File: config.mk
export PLATFORM = sky130hd
export DESIGN_NAME = prg_bank_mapper
export DESIGN_NICKNAME = d
export VERILOG_FILES = /design/src/rtl/mapper_pkg.sv /design/src/rtl/mapper_bank_reg.sv /design/src/rtl/mapper_page_sel.sv /design/src/rtl/mapper_read_mux.sv /design/src/rtl/prg_bank_mapper.sv
export SDC_FILE = /design/constraint.sdc
export NUM_CORES = 1
export LEC_CHECK = 0
export BUFFER_PORTS_ARGS = -buffer_cell sky130_fd_sc_hd__buf_2
export CAP_MARGIN = 20
export CORE_MARGIN = 1
export CORE_UTILIZATION = 57
export CTS_CLUSTER_DIAMETER = 40
export DETAILED_ROUTE_END_ITERATION = 8
export PLACE_DENSITY = 0.91
export SLEW_MARGIN = 20
export SYNTH_ARGS = -nofsm -noshare
export SYNTH_HDL_FRONTEND = slang
export SYNTH_SLANG_ARGS = --single-unit
File: constraint.sdc
create_clock -name clk -period 24.4 [get_ports clk]
set_clock_uncertainty 0.05 [all_clocks]
set_input_delay 3.66 -clock clk [delete_from_list [all_inputs] [get_ports clk]]
set_output_delay 3.66 -clock clk [all_outputs]
set_load 0.1 [all_outputs]
File: src/rtl/mapper_pkg.sv
package mapper_pkg;

    localparam int CPU_AW     = 16;
    localparam int ROM_OFF_W  = 14;
    localparam int RAM_OFF_W  = 13;
    localparam logic [CPU_AW-1:0] RAM_BASE = 16'h6000;

    typedef enum logic [1:0] {
        WIN_NONE   = 2'd0,
        WIN_RAM    = 2'd1,
        WIN_ROM_LO = 2'd2,
        WIN_ROM_HI = 2'd3
    } window_t;

    typedef struct packed {
        window_t               win;
        logic [ROM_OFF_W-1:0]  rom_off;
        logic [RAM_OFF_W-1:0]  ram_off;
    } decode_t;

    function automatic decode_t decode_addr(input logic [CPU_AW-1:0] a);
        decode_t      d;
        logic [CPU_AW-1:0] rel;
        rel       = a - RAM_BASE;
        d.rom_off = a[ROM_OFF_W-1:0];
        d.ram_off = rel[RAM_OFF_W-1:0];
        if (a[15])
            d.win = a[14] ? WIN_ROM_HI : WIN_ROM_LO;
        else if (a[14:13] == 2'b11)
            d.win = WIN_RAM;
        else
            d.win = WIN_NONE;
        return d;
    endfunction

    function automatic logic hits_bank_reg(input logic [CPU_AW-1:0] a, input logic we);
        return we && (a[15:12] == 4'hF);
    endfunction

endpackage

File: src/rtl/mapper_bank_reg.sv
module mapper_bank_reg #(
    parameter int BANK_W = 3,
    parameter int DATA_W = 8
) (
    input  logic              clk,
    input  logic              rst,
    input  logic              load,
    input  logic [DATA_W-1:0] wdata,
    output logic [BANK_W-1:0] bank
);
    always_ff @(posedge clk) begin
        if (rst)
            bank <= '0;
        else if (load)
            bank <= wdata[BANK_W-1:0];
    end
endmodule

File: src/rtl/mapper_page_sel.sv
module mapper_page_sel #(
    parameter int BANK_W = 3,
    parameter int PAGE_W = 4,
    parameter int PCNT_W = 5
) (
    input  logic [BANK_W-1:0] bank,
    input  logic [PCNT_W-1:0] page_count,
    input  logic              upper,
    output logic [PAGE_W-1:0] page
);
    localparam int MW     = (BANK_W > PCNT_W) ? BANK_W : PCNT_W;
    localparam int STEPS  = 1 << BANK_W;

    // Reduce the bank value by repeated subtraction; the bank is narrow,
    // so the unrolled chain stays short and needs no divider.
    function automatic logic [MW-1:0] wrap_bank(input logic [BANK_W-1:0] v,
                                                input logic [PCNT_W-1:0] n);
        logic [MW-1:0] r;
        r = MW'(v);
        for (int i = 0; i < STEPS; i++) begin
            if (r >= MW'(n))
                r = r - MW'(n);
        end
        return r;
    endfunction

    logic [PCNT_W-1:0] last_page;
    logic [MW-1:0]     low_page;

    always_comb begin
        last_page = page_count - PCNT_W'(1);
        low_page  = wrap_bank(bank, page_count);
        if (page_count == '0)
            page = '0;
        else if (upper)
            page = PAGE_W'(last_page);
        else
            page = PAGE_W'(low_page);
    end
endmodule

File: src/rtl/mapper_read_mux.sv
module mapper_read_mux
    import mapper_pkg::*;
#(
    parameter int DATA_W = 8
) (
    input  window_t           win,
    input  logic              we,
    input  logic [DATA_W-1:0] rom_rdata,
    input  logic [DATA_W-1:0] ram_rdata,
    output logic [DATA_W-1:0] rdata
);
    always_comb begin
        rdata = '0;
        if (!we) begin
            unique case (win)
                WIN_ROM_LO, WIN_ROM_HI: rdata = rom_rdata;
                WIN_RAM:                rdata = ram_rdata;
                default:                rdata = '0;
            endcase
        end
    end
endmodule

File: src/rtl/prg_bank_mapper.sv
module prg_bank_mapper
    import mapper_pkg::*;
#(
    parameter int DATA_W = 8,
    parameter int BANK_W = 3,
    parameter int PAGE_W = 4,
    parameter int PCNT_W = PAGE_W + 1
) (
    input  logic                 clk,
    input  logic                 rst,
    input  logic [CPU_AW-1:0]    cpu_addr,
    input  logic [DATA_W-1:0]    cpu_wdata,
    input  logic                 cpu_we,
    input  logic [PCNT_W-1:0]    page_count,
    input  logic [DATA_W-1:0]    rom_rdata,
    input  logic [DATA_W-1:0]    ram_rdata,
    output logic                 rom_sel,
    output logic [PAGE_W-1:0]    rom_page,
    output logic [ROM_OFF_W-1:0] rom_offset,
    output logic                 ram_sel,
    output logic                 ram_we,
    output logic [RAM_OFF_W-1:0] ram_offset,
    output logic [DATA_W-1:0]    cpu_rdata
);
    decode_t           dec;
    logic [BANK_W-1:0] bank;
    logic              bank_load;

    always_comb begin
        dec       = decode_addr(cpu_addr);
        bank_load = hits_bank_reg(cpu_addr, cpu_we);
    end

    mapper_bank_reg #(.BANK_W(BANK_W), .DATA_W(DATA_W)) u_bank (
        .clk   (clk),
        .rst   (rst),
        .load  (bank_load),
        .wdata (cpu_wdata),
        .bank  (bank)
    );

    mapper_page_sel #(.BANK_W(BANK_W), .PAGE_W(PAGE_W), .PCNT_W(PCNT_W)) u_page (
        .bank       (bank),
        .page_count (page_count),
        .upper      (dec.win == WIN_ROM_HI),
        .page       (rom_page)
    );

    mapper_read_mux #(.DATA_W(DATA_W)) u_rmux (
        .win       (dec.win),
        .we        (cpu_we),
        .rom_rdata (rom_rdata),
        .ram_rdata (ram_rdata),
        .rdata     (cpu_rdata)
    );

    always_comb begin
        rom_sel    = (dec.win == WIN_ROM_LO || dec.win == WIN_ROM_HI) && !cpu_we;
        rom_offset = dec.rom_off;
        ram_sel    = (dec.win == WIN_RAM);
        ram_we     = ram_sel && cpu_we;
        ram_offset = dec.ram_off;
    end
endmodule

# Word-level counts from Yosys, hierarchy flattened
# Cells that the tools add are included.
[totals]
word_cells = 46
input_bits = 48
regBits = 3
[classes]
add_sub_neg = 10
n_reduce_logical = 7
magnitude_cmp = 8
n_mux = 15
n_eq_ne = 5
[ops]
columns = ["cell", "count"]
rows = [
  ["$ge 5x5->1", 7],
  ["$mux 5", 7],
  ["$sub 5x5->5", 6],
  ["$pmux 8 s2", 1],
  ["$sub 13x1->13 const B", 1],
  ["$mux 4", 3],
  ["$mux 8", 1],
  ["$eq 2x2->1 const B", 3],
  ["$ge 3x5->1", 1],
  ["$logic_not 5->1", 1],
  ["$sub 3x5->5", 1],
  ["$eq 4x4->1 const B", 1],
  ["$sub 4x1->4 const B", 1],
  ["$sub 4x4->4", 1],
  ["$logic_and 1x1->1", 3],
  ["$eq 2x1->1 const B", 1],
  ["$mux 1", 2],
  ["$mux 2", 1],
  ["$reduce_or 2->1", 1],
  ["$logic_not 1->1", 1],
  ["$logic_or 1x1->1", 1],
]

# Logic depth before layout (Yosys ltp)
[logic_depth]
depth_word = 18
mapped_depth = 57

# Cells and area by module
# A second synthesis with hierarchy kept.
[unflattened]
hier_cells = 373
area_unflattened_um2 = 2826.5
[modules_own_cells]
columns = ["mod", "n_inst", "area_per_inst_um2", "cells_per_inst", "seq_area_each_um2"]
rows = [
  ["mapper_page_sel", 1, 2351.0, 314, 0.0],
  ["prg_bank_mapper", 1, 255.2, 35, 0.0],
  ["mapper_read_mux", 1, 118.9, 15, 0.0],
  ["mapper_bank_reg", 1, 101.3, 9, 60.1],
]

# Least setup slack after synthesis
# Ideal clock, no wire load.
[synth_timing]
kind = "input to output"
startpoint = "input port page_count[2]"
endpoint = "output port rom_page[1]"
path_buffers = 3
t_arrival_ns = 16.041
path_slack_ns = 4.649
path_stages = 55
path_cell_list = "inv_1 > ha_1 > and2_1 > a221o_1 > and3_1 > a21oi_1 > inv_1 > ha_1 > a211o_1 > a211o_2 > nand2_2 > mux2i_1 > inv_1 > ha_1 > nor2b_1 > o21ai_0 > a31oi_2 > nor3_1 > (+19 left out) > clkbuf_1 > a31oi_1 > ha_1 > nand2b_1 > a211oi_1 > o31a_1 > clkbuf_1 > nand3_1 > nand2_1 > ha_1 > nand2b_1 > a21o_1 > a21oi_1 > o21a_1 > clkbuf_1 > nand2b_1 > nand3_1 > o21ai_0"
[synth_between]
elab_chain_len = 18
elab_cells_between_ends = 27
cone_classes = "8 x add/sub; 8 x order compare; 10 x mux; 1 x reduce/logical"
[synth_lines]
columns = ["item", "line_no", "source"]
rows = [
  ["start: declaration", "prg_bank_mapper.sv:14", "input logic [PCNT_W-1:0] page_count,"],
  ["$sub 3x5->5 / $ge 3x5->1 (equally long branches)", "mapper_page_sel.sv:22, mapper_page_sel.sv:21", ""],
  ["$mux 5", "mapper_page_sel.sv:21", "if (r >= MW'(n))"],
  ["$sub 5x5->5 / $ge 5x5->1 (equally long branches)", "mapper_page_sel.sv:22, mapper_page_sel.sv:21", ""],
  ["$mux 5", "mapper_page_sel.sv:21", ""],
  ["$sub 5x5->5 / $ge 5x5->1 (equally long branches)", "mapper_page_sel.sv:22, mapper_page_sel.sv:21", ""],
  ["$mux 5", "mapper_page_sel.sv:21", ""],
  ["$sub 5x5->5 / $ge 5x5->1 (equally long branches)", "mapper_page_sel.sv:22, mapper_page_sel.sv:21", ""],
  ["$mux 5", "mapper_page_sel.sv:21", ""],
  ["(+2 left out)", "-", ""],
  ["$sub 5x5->5 / $ge 5x5->1 (equally long branches)", "mapper_page_sel.sv:22, mapper_page_sel.sv:21", ""],
  ["$mux 5", "mapper_page_sel.sv:21", ""],
  ["$sub 5x5->5 / $ge 5x5->1 (equally long branches)", "mapper_page_sel.sv:22, mapper_page_sel.sv:21", ""],
  ["$mux 5", "mapper_page_sel.sv:21", ""],
  ["$ge 5x5->1 / $sub 4x4->4 (equally long branches)", "mapper_page_sel.sv:21, mapper_page_sel.sv:22", ""],
  ["$mux 4", "mapper_page_sel.sv:21", ""],
  ["$mux 4", "mapper_page_sel.sv:35", "else if (upper)"],
  ["$mux 4 *", "mapper_page_sel.sv:33", "if (page_count == '0)"],
  ["end: declaration", "prg_bank_mapper.sv:18", "output logic [PAGE_W-1:0] rom_page,"],
]
# Mark *: on every way between the ends. The rest lies on a longest branch, timed or not.

# Final worst setup path
[layout_timing]
startpoint = "input port page_count[1]"
endpoint = "output port rom_page[0]"
# The elaborated chain is that of the path after synthesis.

==> results.py <==
metrics = {
    "worst_setup_path": {
        "cp.required_ns": 20.69,
        "cp_max_fo": 14,
        "critPathBufInv": 9,
        "end_kind": "primary output",
        "cp.arrival_ns": 17.76,
        "r2r_start": "u_bank.bank[1]",
        "ff2ff_setup_slack_ns": 23.62,
        "r2r_end": "u_bank.bank[1]",
        "cp-startpoint": "page_count[1]",
        "critPathSlowestCell": "a31oi_1",
        "r2r_cells": 2,
        "max_stage_delay_ns": 0.73,
        "path_class": "in -> out",
        "critPathMostFrequentCell": "ha_1",
        "path_depth": 53,
        "crit_end": "rom_page[0]",
        "critPathTopFamily": "compound AO/OA/AOI/OAI gates",
        "cp-start-kind": "input pin",
    },
    "clock_tree": {
        "clock-root-buffer": "clkbuf_8",
        "cts.hold.buffers_added": 0,
        "cts_inserted_buffers": 3,
        "cts_resized": 0,
        "cts_buffer_depth": 2,
        "post_cts_buffers": 0,
        "cts_tree": "built",
        "clkLatencyLatePin_ns": 0.22,
        "cts_sinks": 3,
        "clk_pin_slew_worst_paths_ns": 0.03,
        "htreeDepth": 1,
    },
    "grt": {
        "grt-ovfl-total": 0,
        "grt_max_degree": 15,
        "grt_pass1_vias": 2688,
        "grt_antenna_before_repair": 0,
        "track_usage_pct": 26.5,
        "grt_pass1_wl_mm": 11.2,
    },
    "sta": {
        "maxSlewViolCount": 0,
        "tns_ns": 0,
        "max_freq_mhz": 46.6,
        "final.min_clock_period_ns": 21.47,
        "setup_violations": 0,
        "relSlewSlack_pct": 36.5,
        "tightest_slew_ns": 0.948,
        "hold_viol": 0,
        "timing.final.crit_share_pct": 88.0,
        "rsz0062_at_grt": "false",
    },
    "route": {
        "drtPass1Iterations": 4,
        "routed_via_density": 6.28,
        "top_layer_used": "met4",
        "wirelength_mm": 6.88,
        "wl_met3_um": 403,
        "wl_met2_mm": 3.48,
        "drt_first_iter_violations": 151,
        "drcViolationCount": 0,
        "drtAntennaViolNets": 0,
        "m1WireLength_mm": 2.86,
        "wire_per_inst_um": 15.7,
        "vias": 2755,
    },
    "place": {
        "gp_congestion": 0.883,
        "place_area_um2": 2850,
        "post-dp-hpwl_mm": 5.37,
        "io_buffers": 48,
    },
    "synthesis": {
        "synth_seq_cells": 3,
        "synth_flop_cell": "dfxtp_1",
        "synth_nets": 468,
        "postSynthCellCount": 368,
        "syn_area_um2": 2770,
        "synth_area_per_cell_um2": 7.52,
        "yosys_warnings": 0,
        "synth_edf_count": 0,
        "yosysSeqAreaShare_pct": 2.17,
        "yosysUniqueCellTypes": 61,
        "synth-async-reset-ratio_pct": 0,
    },
    "floorplan": {
        "start_util_pct": 61.4,
        "core_area_um2": 4500,
        "std_cell_rows": 24,
        "dieArea_um2": 5140,
        "die_width_um": 71.7,
        "io_pins": 90,
        "die_h_um": 71.7,
    },
    "hold_path": {
        "worst_hold_path_type": "reg -> reg",
        "hold_start": "u_bank.bank[0]",
    },
    "cells_and_area": {
        "area_growth_pct": 4.48,
        "final_cell_area_um2": 2890,
        "num_antenna_cells": 0,
        "largest_reg_flops": 3,
        "regMostFlops": "u_bank.bank",
        "top_regs": "u_bank.bank: 3 flops",
        "drive_gt1_share_pct": 19.6,
        "fillers": 373,
        "nets": 488,
    },
    "status": {
        "status": "finished clean",
    },
    "job": {
        "max_cap_violations": 0,
    },
}
cell families (layout without fill, tap and decap cells):
logic type / count (synthesis) / count (layout) / synth area share, %
buffers and inverters: 63 / 82 / 12.3
multiplexers: 9 / 9 / 3.53
adder cells (fa/ha/maj): 52 / 52 / 25.7
AO/OA/AOI/OAI: 120 / 120 / 31.2
XOR/XNOR: 20 / 20 / 6.33
AND/OR/NAND/NOR: 101 / 101 / 18.9
flip-flops: 3 / 3 / 2.17
placed cells by master, fill, tap and decap left out, types with 3 or more instances in the layout:
cell type	instances
a21o_1	19
a22o_1	9
mux2i_1	5
clkbuf_8	3
xor2_1	11
a21oi_1	30
fa_1	8
a31oi_1	7
nor3_1	5
nand3_1	9
nand2_1	29
a31o_2	5
buf_2	48
o21a_1	4
xnor2_1	9
nor2b_1	11
o21ai_0	18
ha_1	44
and2_1	4
dfxtp_1	3
nand2b_1	8
inv_1	30
nor2_1	23
worst min-delay path by stage:
stage	to	slack, ns	cells past startpoint
after global placement	u_bank.bank[0]	0.48	2
final	u_bank.bank[0]	0.51	2
after detailed placement	u_bank.bank[2]	0.50	2
after global routing	u_bank.bank[0]	0.55	2
after floorplan	u_bank.bank[2]	0.43	2
after CTS	u_bank.bank[2]	0.51	2
worst reg2reg max path, delay by kind of cell (launching register included):
kind,cells,cell delay (ns)
DFF,1,0.45
muxes,1,0.13
and+or+nand+nor,1,0.10
through the flow:
step           hold WS (ns)  worst slack [ns]  utilization (%)  std cells
2_1_floorplan         0.434              4.65                -        368
3_3_place_gp          0.479              3.53             63.2        435
3_5_place_dp          0.499              3.28             63.2        435
4_1_cts               0.508              3.17             64.2        439
5_1_grt               0.551              1.77             64.2        439
6_report              0.510              2.93             64.2        439
per-layer routing:
layer,GRT usage [%],vias up
met5,0,-
met4,9.15,0
met3,0.985,17
met2,50.8,99
met1,31.1,1293
li1,-,1346
synth_stat cells (7+ instances only):
master	n	area share, %
buf_4	27	7.3
xnor2_1	9	2.8
xor2_1	11	3.5
a31oi_1	7	1.6
a21oi_1	30	5.4
o21ai_0	18	3.3
nand3_1	9	1.6
nand2b_1	8	1.8
nand2_1	29	3.9
a22o_1	9	2.8
a21o_1	19	5.2
ha_1	44	20
fa_1	8	5.8
nor2_1	23	3.1
nor2b_1	11	2.5
inv_1	30	4.1
final cells by class:
type / instances / area, µm² / area share, %
Clock buffer: 4 / 45.0 / 1.56
Multi-Input combinational cell: 302 / 2370 / 81.9
Tap cell: 52 / 65.1 / 2.25
Sequential cell: 3 / 60.1 / 2.08
Inverter: 30 / 113 / 3.90
Timing Repair Buffer: 48 / 240 / 8.31
Power is left out: the tool's default activity adds up to more than one toggle a clock period on the data nets, which glitch-free logic cannot reach.
